`config.mk`:
```
export PLATFORM = sky130hd
export DESIGN_NAME = ext_bus_seq
export DESIGN_NICKNAME = d
export VERILOG_FILES = /design/src/rtl/ebs_pkg.sv /design/src/rtl/ebs_phase_ctrl.sv /design/src/rtl/ebs_pin_mux.sv /design/src/rtl/ext_bus_seq.sv
export SDC_FILE = /design/constraint.sdc
export NUM_CORES = 1
export LEC_CHECK = 0
export ABC_AREA = 1
export BUFFER_PORTS_ARGS = -buffer_cell sky130_fd_sc_hd__buf_2
export CAP_MARGIN = 20
export CORE_ASPECT_RATIO = 0.7
export CORE_MARGIN = 10
export CORE_UTILIZATION = 41
export CTS_CLUSTER_DIAMETER = 60
export DETAILED_ROUTE_END_ITERATION = 6
export PLACE_DENSITY = 0.74
export SETUP_SLACK_MARGIN = 0.1
export SYNTH_ARGS = -nofsm -noshare
export SYNTH_HDL_FRONTEND = slang
export SYNTH_SLANG_ARGS = --single-unit
```
`constraint.sdc`:
```
create_clock -name clk -period 1.9 [get_ports clk]
set_input_delay 0.095 -clock clk [delete_from_list [all_inputs] [get_ports clk]]
set_output_delay 0.095 -clock clk [all_outputs]
set_load 0.02 [all_outputs]
```
`src/rtl/ebs_pkg.sv`:
```
package ebs_pkg;
  localparam int WAIT_W = 4;

  // Field order sets the bit positions of the configuration word (MSB first).
  typedef struct packed {
    logic [1:0]        mode;    // 12:11 bus format
    logic              ext;     // 10    external access enabled
    logic [1:0]        aw;      // 9:8   address width select
    logic              rdy_en;  // 7     ready stretching
    logic              rcv;     // 6     recovery cycle
    logic              dly;     // 5     delay before strobe
    logic              ale2;    // 4     two-cycle latch strobe
    logic [WAIT_W-1:0] waits;   // 3:0   wait states
  } cfg_t;

  localparam int CFG_W = $bits(cfg_t);

  typedef enum logic [2:0] {
    PH_IDLE, PH_ALE, PH_HOLD, PH_DLY, PH_STRB, PH_RCV, PH_DONE
  } ph_e;

  function automatic int aw_bits(input logic [1:0] aw);
    case (aw)
      2'd0:    return 16;
      2'd1:    return 18;
      2'd2:    return 20;
      default: return 24;
    endcase
  endfunction
endpackage

```
`src/rtl/ebs_phase_ctrl.sv`:
```
module ebs_phase_ctrl
  import ebs_pkg::*;
(
  input  logic clk,
  input  logic rst_n,
  input  logic start,
  input  cfg_t cfg,
  input  logic split,
  input  logic rdy,
  input  logic rsp_ready,
  output ph_e  phase,
  output logic byte_sel,
  output logic strb_end
);
  logic [WAIT_W-1:0] cnt;
  logic cnt_zero, stall, last_byte;
  ph_e  tail;

  always_comb begin
    cnt_zero  = (cnt == '0);
    stall     = cfg.rdy_en && !rdy;
    strb_end  = (phase == PH_STRB) && cnt_zero && !stall;
    last_byte = !split || byte_sel;
    tail      = last_byte ? PH_DONE : PH_ALE;
  end

  always_ff @(posedge clk or negedge rst_n) begin
    if (!rst_n) begin
      phase    <= PH_IDLE;
      cnt      <= '0;
      byte_sel <= 1'b0;
    end else begin
      case (phase)
        PH_IDLE: if (start) begin
          byte_sel <= 1'b0;
          if (cfg.ext) begin
            phase <= PH_ALE;
            cnt   <= WAIT_W'(cfg.ale2);
          end else begin
            phase <= PH_DONE;
          end
        end
        PH_ALE: begin
          if (!cnt_zero) cnt <= cnt - 1'b1;
          else           phase <= PH_HOLD;
        end
        PH_HOLD: begin
          if (cfg.dly) phase <= PH_DLY;
          else begin
            phase <= PH_STRB;
            cnt   <= cfg.waits;
          end
        end
        PH_DLY: begin
          phase <= PH_STRB;
          cnt   <= cfg.waits;
        end
        PH_STRB: begin
          if (!cnt_zero) cnt <= cnt - 1'b1;
          else if (!stall) begin
            if (cfg.rcv) phase <= PH_RCV;
            else begin
              phase <= tail;
              cnt   <= WAIT_W'(cfg.ale2);
              if (!last_byte) byte_sel <= 1'b1;
            end
          end
        end
        PH_RCV: begin
          phase <= tail;
          cnt   <= WAIT_W'(cfg.ale2);
          if (!last_byte) byte_sel <= 1'b1;
        end
        PH_DONE: if (rsp_ready) phase <= PH_IDLE;
        default: phase <= PH_IDLE;
      endcase
    end
  end
endmodule

```
`src/rtl/ebs_pin_mux.sv`:
```
module ebs_pin_mux
  import ebs_pkg::*;
#(
  parameter int ADDR_W = 24,
  parameter int DATA_W = 16
) (
  input  ph_e               phase,
  input  logic              write,
  input  logic              mux,
  input  logic              bus8,
  input  logic              byte_sel,
  input  logic [ADDR_W-1:0] addr_cur,
  input  logic [DATA_W-1:0] wdata,
  output logic              ale,
  output logic              rd,
  output logic              wr,
  output logic              ad_oe,
  output logic [DATA_W-1:0] ad_out,
  output logic [ADDR_W-1:0] addr_out
);
  localparam int BYTE_W = DATA_W / 2;

  logic active, addr_ph, data_ph;
  logic [DATA_W-1:0] lane;

  always_comb begin
    active  = phase inside {PH_ALE, PH_HOLD, PH_DLY, PH_STRB, PH_RCV};
    addr_ph = phase inside {PH_ALE, PH_HOLD};
    data_ph = write && (phase inside {PH_DLY, PH_STRB});
    lane    = bus8 ? {{BYTE_W{1'b0}},
                      byte_sel ? wdata[DATA_W-1:BYTE_W] : wdata[BYTE_W-1:0]}
                   : wdata;
    ale      = (phase == PH_ALE);
    rd       = (phase == PH_STRB) && !write;
    wr       = (phase == PH_STRB) && write;
    addr_out = '0;
    ad_out   = '0;
    ad_oe    = 1'b0;
    if (active)
      addr_out = mux ? {addr_cur[ADDR_W-1:DATA_W], {DATA_W{1'b0}}} : addr_cur;
    if (mux && addr_ph) begin
      ad_oe  = 1'b1;
      ad_out = addr_cur[DATA_W-1:0];
    end else if (data_ph) begin
      ad_oe  = 1'b1;
      ad_out = lane;
    end
  end
endmodule

```
`src/rtl/ext_bus_seq.sv`:
```
module ext_bus_seq
  import ebs_pkg::*;
#(
  parameter int ADDR_W = 24,
  parameter int DATA_W = 16
) (
  input  logic              clk,
  input  logic              rst_n,
  input  logic              req_valid,
  output logic              req_ready,
  input  logic              req_write,
  input  logic              req_word,
  input  logic [ADDR_W-1:0] req_addr,
  input  logic [DATA_W-1:0] req_wdata,
  input  logic [CFG_W-1:0]  req_cfg,
  output logic              rsp_valid,
  input  logic              rsp_ready,
  output logic [DATA_W-1:0] rsp_rdata,
  output logic              bus_ale,
  output logic              bus_rd,
  output logic              bus_wr,
  output logic              bus_ad_oe,
  output logic [DATA_W-1:0] bus_ad_out,
  input  logic [DATA_W-1:0] bus_ad_in,
  output logic [ADDR_W-1:0] bus_addr,
  input  logic              bus_rdy
);
  localparam int BYTE_W = DATA_W / 2;

  cfg_t cfg_q, cfg_in, cfg_use;
  logic we_q, word_q, accept, bus8, mux, split;
  logic [ADDR_W-1:0] addr_q, addr_nxt, addr_cur;
  logic [DATA_W-1:0] wdata_q, rdata_q;
  ph_e  phase;
  logic byte_sel, strb_end;

  always_comb begin
    cfg_in    = cfg_t'(req_cfg);
    req_ready = (phase == PH_IDLE);
    accept    = req_valid && req_ready;
    cfg_use   = (phase == PH_IDLE) ? cfg_in : cfg_q;
    bus8      = cfg_q.mode[1];
    mux       = (cfg_q.mode == 2'd1) || (cfg_q.mode == 2'd2);
    split     = bus8 && word_q;
    addr_nxt  = addr_q + ADDR_W'(byte_sel);
    rsp_valid = (phase == PH_DONE);
    rsp_rdata = rdata_q;
  end

  for (genvar g = 0; g < ADDR_W; g++) begin : g_amask
    assign addr_cur[g] = (g < aw_bits(cfg_q.aw)) ? addr_nxt[g] : 1'b0;
  end

  always_ff @(posedge clk or negedge rst_n) begin
    if (!rst_n) begin
      cfg_q   <= '0;
      we_q    <= 1'b0;
      word_q  <= 1'b0;
      addr_q  <= '0;
      wdata_q <= '0;
      rdata_q <= '0;
    end else if (accept) begin
      cfg_q   <= cfg_in;
      we_q    <= req_write;
      word_q  <= req_word;
      addr_q  <= req_addr;
      wdata_q <= req_wdata;
      rdata_q <= '0;
    end else if (strb_end && !we_q) begin
      if (!bus8)         rdata_q <= bus_ad_in;
      else if (byte_sel) rdata_q[DATA_W-1:BYTE_W] <= bus_ad_in[BYTE_W-1:0];
      else               rdata_q[BYTE_W-1:0] <= bus_ad_in[BYTE_W-1:0];
    end
  end

  ebs_phase_ctrl u_ctrl (
    .clk(clk), .rst_n(rst_n), .start(accept), .cfg(cfg_use), .split(split),
    .rdy(bus_rdy), .rsp_ready(rsp_ready), .phase(phase),
    .byte_sel(byte_sel), .strb_end(strb_end)
  );

  ebs_pin_mux #(.ADDR_W(ADDR_W), .DATA_W(DATA_W)) u_pins (
    .phase(phase), .write(we_q), .mux(mux), .bus8(bus8), .byte_sel(byte_sel),
    .addr_cur(addr_cur), .wdata(wdata_q), .ale(bus_ale), .rd(bus_rd),
    .wr(bus_wr), .ad_oe(bus_ad_oe), .ad_out(bus_ad_out), .addr_out(bus_addr)
  );
endmodule

```
==> impl_results.md <==
- All-layer global routing usage: 20.3%
- FF-to-FF Start: u_ctrl.phase[0]$_DFFE_PN0P_
- Failing checks: negative setup slack
- Critical Path RT: 1800 ps
- Worst setup SP type: flop
- Reg area: 0.00196 mm^2
- Io pins: 138
- Area Growth Syn to Fin: 60.9%
- TNS Setup: -5660 ps
- TritonCTS Buffers: 9
- Setup ws final: -311 ps
- Top post-synthesis cells by area: dfrtp_1, mux2_4, nand2_1
- Residual DRC: 0
- Mapped Cells: 560
- Worst slew pin tran: 456 ps
- Final HPWL DP: 11700 um
- VDD IR max: 1100 uV
- Placer Congestion: 1.01
- Max-Cap Viols: 0
- Final wirelength: 17800 um
- Placed cell count: 853
- # setup viols final: 33
- Final Cycle Share: 116%
- Initial DRT Pass Iterations: 5
- Hold worst-path end: wdata_q[1]$_DFFE_PN0P_
- Max Clock Skew: 11.6 ps
- R2r setup slk: 150 ps
- Critical Path Fanout Max: 2
- Post-synth EDFFs: 0
- ANT cells: 0
- CTS tree: yes
- Global route overflow: 0
- Most common cell after layout, fill and taps aside: nand2_1
- Initial core utilization: 42.3%
- Syn. warnings: 0
- Die area: 0.0162 mm^2
- Min-Delay Path Depth: 2
- Fillers: 828
- Clock sinks: 78
- Library cells used by synthesis: 35
- PD cells: 1900 mW/mm^2
- WL per Instance: 18.8 um
- RSZ-0062 raised after global routing: yes
- Reg-to-Reg End: u_ctrl.cnt[3]$_DFFE_PN0P_
- Detailed-route via count: 4995
- Vias per cell: 5.26
- Synth area leader: dfrtp_1
- Post-synthesis sequential area ratio: 41.6%
- Minimum clock period: 2210 ps
- Root buffer cell: clkbuf_16
- PortBufs: 137
- Max Slew Vio Count: 0
- Nets: 872
- Syn avg cell area: 8.39 um^2
- First-pass GRT wire length: 26100 um
- Post-synth ARST share: 100%
- Hold Path Class: input port to flop
- Finished Layout Cells: 950
- Die Y: 110 um
- Area of the multi-input gates: 0.00300 mm^2
- Top-area cell type share of the netlist area: 41.6%
- Relative slew slack: 69.6%
- Worst-path clk slew: 60 ps
- ANT nets after route: 0
- Number of antenna violations at the first check in global routing: 0
- Mapped Area: 0.00470 mm^2
- Most frequent cells in the layout: nand2_1, buf_2, dfrtp_1
- Prevailing post-synth register cell: dfrtp_1
- Die Width: 148 um
- Vias in the first global route: 4877
- Fmax: 0.452 GHz
- Mapped Nets: 640
- Crit path kind: flop to primary output
- Core area: 0.0111 mm^2
- Fin. Hold Viols: 0
- H-tree lvl count: 3
- Seq cells post-synth: 78
- Outcome: complete, but fails checks
- Layout cells sized above 1: 49.2%
- Critical hold path startpoint: req_wdata[1]
- Clk_lat worst skew: 350 ps
- Power, Total: 0.0143 W
- CP Data Arrival Time: 2120 ps
- LEAKAGE: 3.90 nW
- Setup crit end kind: primary output
- Maximum root-to-sink buffer count: 2
- R2R cell count: 9
- Row cnt: 32
- Largest net degree at the start of global routing: 46
- Detailed Route Iter0 Violations: 445
cell usage after synthesis (7+ instances only):
master,n
buf_6,8
o211ai_1,8
dfrtp_1,78
xnor2_1,7
o21ai_2,8
xor2_1,14
nand2_1,131
nand4_1,12
o21ai_1,9
or2_2,8
o21ai_0,26
mux2_4,34
a21oi_1,20
nand3_1,28
nor2_1,64
inv_1,58
power by group:
group,switching (W),internal [W],total (W),leakage [nW]
logic,0.00524,0.00412,0.00935,2.84
clock network,0.000725,0.00102,0.00175,0.140
registers,0.000739,0.00248,0.00322,0.922
repair_timing:
item | in CTS | in global routing
hold endpoints to repair | 63 | 0
gates cloned | 1 | 3
setup buffers | 30 | 19
endpoints found under the setup margin | 41 | 74
pin swaps | 22 | 33
hold buffers | 31 | 0
resized for setup | 167 | 73
stage by stage:
step | worst slack, ps | instance area [um^2] | utilization [%] | hold WS [ps]
final | -311 | 7550 | 68.1 | 4.26
after global routing | -414 | 7550 | 68.1 | 4.16
after CTS | -219 | 7030 | 63.3 | 0.410
after detailed placement | -33.0 | 5650 | 50.9 | 73.0
after global placement | 68.3 | 5650 | 50.9 | 73.4
after floorplan | 85.0 | 4710 | - | -201
metal layers:
metal	routed length, um	vias up	track usage, %
met5	0	-	0
li1	-	2286	-
met2	8100	272	31.3
met1	7630	2372	26.7
met4	536	0	5.50
met3	1570	65	7.18
flip-flops by register name, indices dropped and copies added, names as in the netlist:
| name | cells |
|---|---|
| we_q | 1 |
| u_ctrl.cnt | 4 |
| bus8 | 1 |
| wdata_q | 16 |
| word_q | 1 |
| addr_q | 24 |
| u_ctrl.byte_sel | 1 |
| rsp_rdata | 16 |
| cfg_q | 11 |
| u_ctrl.phase | 3 |
area by class of cell:
cell class | count | area share (%)
tap | 153 | 2.53
timing repair buffer | 236 | 24.3
multi-input combinational | 404 | 39.7
clock inverter | 5 | 0.795
sequential | 78 | 25.9
clock buffer | 11 | 3.08
inverter | 63 | 3.58
critical path, cell delays in order, from the launching register on:
cell     delay (ps)
dfrtp_1         400
ha_4            170
ha_4            150
nand3_4          80
inv_4            80
nand2_4          50
buf_4           140
buf_6           110
xnor2_2         130
inv_1            80
o22ai_1         190
buf_4           190
worst max-delay path by stage:
stage | from | to | slack [ps] | depth (start not counted)
floorplan | u_ctrl.byte_sel$_DFFE_PN0P_ | bus_addr[14] | 80 | 10
global placement | addr_q[0]$_DFFE_PN0P_ | bus_ad_out[14] | 70 | 11
detailed placement | addr_q[0]$_DFFE_PN0P_ | bus_ad_out[14] | -30 | 11
CTS | addr_q[0]$_DFFE_PN0P_ | bus_addr[14] | -220 | 11
global route | u_ctrl.byte_sel$_DFFE_PN0P_ | bus_ad_out[8] | -410 | 11
finish | u_ctrl.byte_sel$_DFFE_PN0P_ | bus_ad_out[8] | -310 | 11
logic make-up after synthesis:
logic type | Yosys count | synth area share [%]
flip-flops | 78 | 41.6
buffers and inverters | 79 | 7.78
AO/OA/AOI/OAI | 79 | 9.91
AND/OR/NAND/NOR | 263 | 24.4
XOR/XNOR | 21 | 3.92
multiplexers | 36 | 11.4
adder cells (fa/ha/maj) | 4 | 1.07
Power figures use the tool's default switching activity.
